<file path="src/rtl/hostq_prefetch.sv">
module hostq_prefetch #(
  parameter int AW    = 32,
  parameter int DW    = 32,
  parameter int DEPTH = 8,
  parameter int BURST = 4
) (
  input  logic                       clk,
  input  logic                       rst_n,
  input  logic                       h_req,
  input  logic [2:0]                 h_op,
  input  logic [DW-1:0]              h_wdata,
  output logic                       h_ready,
  output logic [DW-1:0]              h_rdata,
  output logic                       m_req,
  output logic                       m_we,
  output logic [AW-1:0]              m_addr,
  output logic [$clog2(BURST+1)-1:0] m_len,
  input  logic                       m_gnt,
  input  logic                       m_beat,
  output logic [DW-1:0]              m_wdata,
  input  logic [DW-1:0]              m_rdata
);
  localparam int PW = $clog2(DEPTH);
  localparam int CW = $clog2(DEPTH + 1);
  localparam int LW = $clog2(BURST + 1);

  typedef enum logic [1:0] {E_IDLE, E_REQ, E_BUSY} est_t;

  logic [DW-1:0] wq [DEPTH];
  logic [DW-1:0] rq [DEPTH];
  logic [PW-1:0] wq_wp, wq_rp, rq_wp, rq_rp;
  logic [CW-1:0] wf_cnt, rf_cnt;
  logic [AW-1:0] waddr, ra_host, ra_fetch;
  logic [LW-1:0] left;
  logic          pf_on, single, s_done;
  logic [DW-1:0] s_data;
  est_t          st;

  wire op_wr  = h_op == 3'd0;
  wire op_rdi = h_op == 3'd1;
  wire op_rds = h_op == 3'd2;
  wire op_ldw = h_op == 3'd3;
  wire op_ldr = h_op == 3'd4;

  wire wr_busy = (st != E_IDLE) && m_we;
  wire drained = (wf_cnt == '0) && !wr_busy;
  logic rdy;
  always_comb begin
    rdy = 1'b0;
    if (op_wr)  rdy = wf_cnt != CW'(DEPTH);
    if (op_rdi) rdy = drained && (rf_cnt != '0);
    if (op_rds) rdy = s_done;
    if (op_ldw) rdy = drained;
    if (op_ldr) rdy = st == E_IDLE;
  end
  assign h_ready = h_req && rdy;
  assign h_rdata = op_rds ? s_data : rq[rq_rp];

  wire acc_wr  = h_ready && op_wr;
  wire acc_rdi = h_ready && op_rdi;
  wire acc_rds = h_ready && op_rds;
  wire acc_ldw = h_ready && op_ldw;
  wire acc_ldr = h_ready && op_ldr;

  wire drain_req = h_req && (op_rdi || op_rds || op_ldw) && (wf_cnt != '0);
  wire go_w = (st == E_IDLE) && ((wf_cnt >= CW'(BURST)) || drain_req);
  wire go_s = (st == E_IDLE) && !go_w && h_req && op_rds && !s_done && (wf_cnt == '0);
  wire go_p = (st == E_IDLE) && !go_w && !go_s && pf_on &&
              (rf_cnt <= CW'(DEPTH - BURST)) && !(h_req && (op_ldr || op_rds));
  wire [LW-1:0] wlen = (wf_cnt >= CW'(BURST)) ? LW'(BURST) : LW'(wf_cnt);

  wire beat   = (st == E_BUSY) && m_beat;
  wire pop_w  = beat && m_we;
  wire push_r = beat && !m_we && !single;
  wire flush_r = acc_ldr || go_s;

  assign m_req   = st == E_REQ;
  assign m_wdata = wq[wq_rp];

  always_ff @(posedge clk) begin
    if (acc_wr) wq[wq_wp] <= h_wdata;
    if (push_r) rq[rq_wp] <= m_rdata;
  end

  always_ff @(posedge clk or negedge rst_n) begin
    if (!rst_n) begin
      wq_wp <= '0; wq_rp <= '0; wf_cnt <= '0;
      rq_wp <= '0; rq_rp <= '0; rf_cnt <= '0;
      waddr <= '0; ra_host <= '0; ra_fetch <= '0;
      st <= E_IDLE; m_we <= 1'b0; m_addr <= '0; m_len <= '0; left <= '0;
      pf_on <= 1'b0; single <= 1'b0; s_done <= 1'b0; s_data <= '0;
    end else begin
      if (acc_wr) wq_wp <= wq_wp + 1'b1;
      if (pop_w)  wq_rp <= wq_rp + 1'b1;
      wf_cnt <= wf_cnt + CW'(acc_wr) - CW'(pop_w);

      if (flush_r) begin
        rq_wp <= '0; rq_rp <= '0; rf_cnt <= '0;
      end else begin
        if (push_r)  rq_wp <= rq_wp + 1'b1;
        if (acc_rdi) rq_rp <= rq_rp + 1'b1;
        rf_cnt <= rf_cnt + CW'(push_r) - CW'(acc_rdi);
      end

      if (acc_ldw) waddr <= h_wdata[AW-1:0];
      if (acc_rdi) ra_host <= ra_host + 1'b1;
      if (acc_rds) s_done <= 1'b0;
      if (h_req && op_rdi && wf_cnt == '0) pf_on <= 1'b1;
      if (acc_ldr) begin
        ra_host <= h_wdata[AW-1:0]; ra_fetch <= h_wdata[AW-1:0]; pf_on <= 1'b0;
      end

      case (st)
        E_IDLE: begin
          if (go_w) begin
            st <= E_REQ; m_we <= 1'b1; m_addr <= waddr; m_len <= wlen; single <= 1'b0;
            waddr <= waddr + AW'(wlen);
          end else if (go_s) begin
            st <= E_REQ; m_we <= 1'b0; m_addr <= ra_host; m_len <= LW'(1); single <= 1'b1;
            pf_on <= 1'b0; ra_fetch <= ra_host;
          end else if (go_p) begin
            st <= E_REQ; m_we <= 1'b0; m_addr <= ra_fetch; m_len <= LW'(BURST); single <= 1'b0;
            ra_fetch <= ra_fetch + AW'(BURST);
          end
        end
        E_REQ: if (m_gnt) begin st <= E_BUSY; left <= m_len; end
        default: if (m_beat) begin
          left <= left - 1'b1;
          if (single) begin s_done <= 1'b1; s_data <= m_rdata; end
          if (left == LW'(1)) st <= E_IDLE;
        end
      endcase
    end
  end
endmodule

</file>
<file path="config.mk">
export PLATFORM = sky130hd
export DESIGN_NAME = hostq_prefetch
export DESIGN_NICKNAME = d
export VERILOG_FILES = /design/src/rtl/hostq_prefetch.sv
export SDC_FILE = /design/constraint.sdc
export NUM_CORES = 1
export LEC_CHECK = 0
export BUFFER_PORTS_ARGS = -buffer_cell sky130_fd_sc_hd__buf_4
export CORE_UTILIZATION = 35
export CTS_CLUSTER_DIAMETER = 120
export DETAILED_ROUTE_END_ITERATION = 7
export SLEW_MARGIN = 10
export SYNTH_ARGS = -nofsm -noshare
export SYNTH_HDL_FRONTEND = slang
export SYNTH_SLANG_ARGS = --single-unit
</file>
<file path="constraint.sdc">
create_clock -name clk -period 8.6 [get_ports clk]
set_input_delay 0.86 -clock clk [delete_from_list [all_inputs] [get_ports clk]]
set_output_delay 0.86 -clock clk [all_outputs]
set_load 0.1 [all_outputs]
</file>
==> reports/metrics.csv <==
metric,value,unit
outcome,finished clean,
p_int,7270,uW
die_area,87300,sq um
ant_nets,0,
pwr-share-comb,33.4,%
grt_max_degree,78,
vias,18300,
fmax,235,MHz
fin_nets,2229,
io-pin-count,174,
preCtsSetupSlack,4740,ps
track_usage,17.0,%
via_per_inst,5.49,
slew_headroom,20.4,%
wl_per_cell,22.2,microns
firstDrtPassIters,7,
r2r_slack,5120,ps
fin_crit_sh,49.5,%
power_leakage,0.0123,uW
areaGrowthSynthToFinish,17.4,%
switching_share,39.2,%
cts_resized,0,
drt_iter0_drc,1716,
drc,0,
final_cell_mix,"512 x edfxtp_1, 205 x buf_4, 187 x dfrtp_1",
yosysWarnings,0,
cts_max_path_buffers,3,
path_class,flop to output port,
wl,74200,microns
async_reset_ff_share,27.3,%
root_buffer,clkbuf_16,
grt.overflow.total,0,
core,85300,sq um
gp_routability_congestion,0.870,
cts_tree,built,
clk_latency,640,ps
fp-row-count,107,
power.sequential.fraction,38.5,%
die_x,296,microns
synth_top_area_share,51.0,%
dp_hpwl,46500,microns
yosys.area.top_type,edfxtp_1,
cts_setup_buffers,0,
cap_viol_max_count,0,
clk_pin_slew,60,ps
portBuffers,173,
antennaDiodeCount,0,
cts_sinks,704,
synth-seq-area-share,66.9,%
start_util,35.4,%
synth_edf_count,512,
end_kind,output port,
synthTopCellsByArea,"edfxtp_1 51%, dfrtp_1 16%, mux4_2 9.6%",
drive_gt1_share,26.8,%
avgSynthCellArea,15.4,sq um
min_path_type,input port to asynchronous set/reset pin,
worstPathArrival,3400,ps
r2r_start,st[1],
synth.distinct_cells,85,
p_clk_share,28.1,%
tightest_slew,1190,ps
rsz0062_at_grt,false,
hold_viol,0,
fin_ws,4340,ps
ys_ff_latch,704,
grt_pass1_vias,18400,
cts_hold_buffers,0,
peakVddDrop,0.000474,V
synth_flop_cell,edfxtp_1,
r2r_end,rq[5][7],
dieHeight,296,microns
tns,0,ps
final_common_cell,edfxtp_1,
switchingPower,4690,uW
cts_buffers,77,
grt_pass1_wl,113000,microns
worstPathRequired,7740,ps
antenna_found_initial,1,
crit_fanout,35,
period_needed,4260,ps
cts-htree-levels,3,
r2r_cells,4,
start_kind,flop,
setup_viol,0,
syn-cell-area,30200,sq um
p_per_area,338,nW/um^2
drv_slew,0,
netlist_instances,1956,
synthesis.nets,2055,
clock_skew,61.1,ps
-- critical path, stage by stage (launching register included) --
cell,delay [ps]
dfrtp_4,840
buf_4,690
mux4_2,350
mux2i_1,70
o21ai_0,450
buf_4,390
-- power groups by stage --
stage	combinational, uW	clock [uW]	sequential (uW)
2_1_floorplan	2670	0	5010
3_3_place_gp	3970	0	4630
3_5_place_dp	4010	0	4650
4_1_cts	4020	3440	4590
5_1_grt	4230	3550	4660
6_report	3990	3360	4600
-- metrics by stage --
step / hold slack [ps] / utilization (%) / area (sq um) / power, uW / cells
2_1_floorplan: 439 / - / 30200 / 7670 / 1956
3_3_place_gp: 455 / 38.4 / 32800 / 8590 / 3195
3_5_place_dp: 456 / 38.4 / 32800 / 8670 / 3195
4_1_cts: 210 / 41.5 / 35400 / 12100 / 3335
5_1_grt: 233 / 41.5 / 35400 / 12400 / 3335
6_report: 229 / 41.5 / 35400 / 12000 / 3335
-- flip-flops by register name, indices dropped and copies added, names as in the netlist, 4 cells and up --
| signal | flops |
|---|---|
| waddr | 32 |
| wf_cnt | 4 |
| rq | 256 |
| s_data | 32 |
| m_addr | 32 |
| ra_fetch | 32 |
| wq | 256 |
| ra_host | 32 |
| rf_cnt | 4 |
-- kinds of logic after synthesis --
logic type	synth area share [%]
buffers and inverters	2.06
adders and majority gates	1.19
DFF	66.9
xor gates and xnor gates	0.755
and+or+nand+nor	7.72
muxes	13.4
AOI/OAI and AO/OA	7.99
-- cell type report --
type                    count  area, sq um
clock inverters            49          611
fillers                  7702        49900
repair buffers            206         1550
flip-flops and latches    704        20200
clock buffers              91         2010
multi-input cells        1110         9500
inverters                  31          116
well taps                1144         1430
-- layer usage --
| layer | track usage (%) | part of all wire [%] |
|---|---|---|
| met3 | 2.93 | 6.4 |
| met1 | 22.8 | 43 |
| met5 | 0 | 0.023 |
| met4 | 4.81 | 2.2 |
| met2 | 28.2 | 49 |
-- synth_stat cells, types with 23 or more instances --
| master | count |
|---|---|
| clkbuf_1 | 51 |
| nand3_1 | 42 |
| a22oi_1 | 33 |
| ha_1 | 24 |
| a21oi_1 | 33 |
| inv_1 | 30 |
| mux4_2 | 128 |
| a31oi_1 | 41 |
| buf_2 | 47 |
| o311ai_0 | 23 |
| o21ai_0 | 86 |
| nand4_1 | 31 |
| nor2_1 | 107 |
| edfxtp_1 | 512 |
| mux2_2 | 72 |
| nand2_1 | 186 |
| dfrtp_1 | 192 |
| mux2i_1 | 34 |
-- worst max path at each step --
stage,startpoint,end,slack (ps),cells after the start
6_report,rq_rp[0],h_rdata[7],4340,5
5_1_grt,rq_rp[0],h_rdata[12],4070,5
4_1_cts,rq_rp[0],h_rdata[12],4200,5
3_5_place_dp,h_op[0],wq[3][29],4740,5
3_3_place_gp,h_op[0],wq[2][18],4830,5
2_1_floorplan,h_op[0],wq[0][0],3970,5
Note: power is estimated with default switching activity, not from simulation.
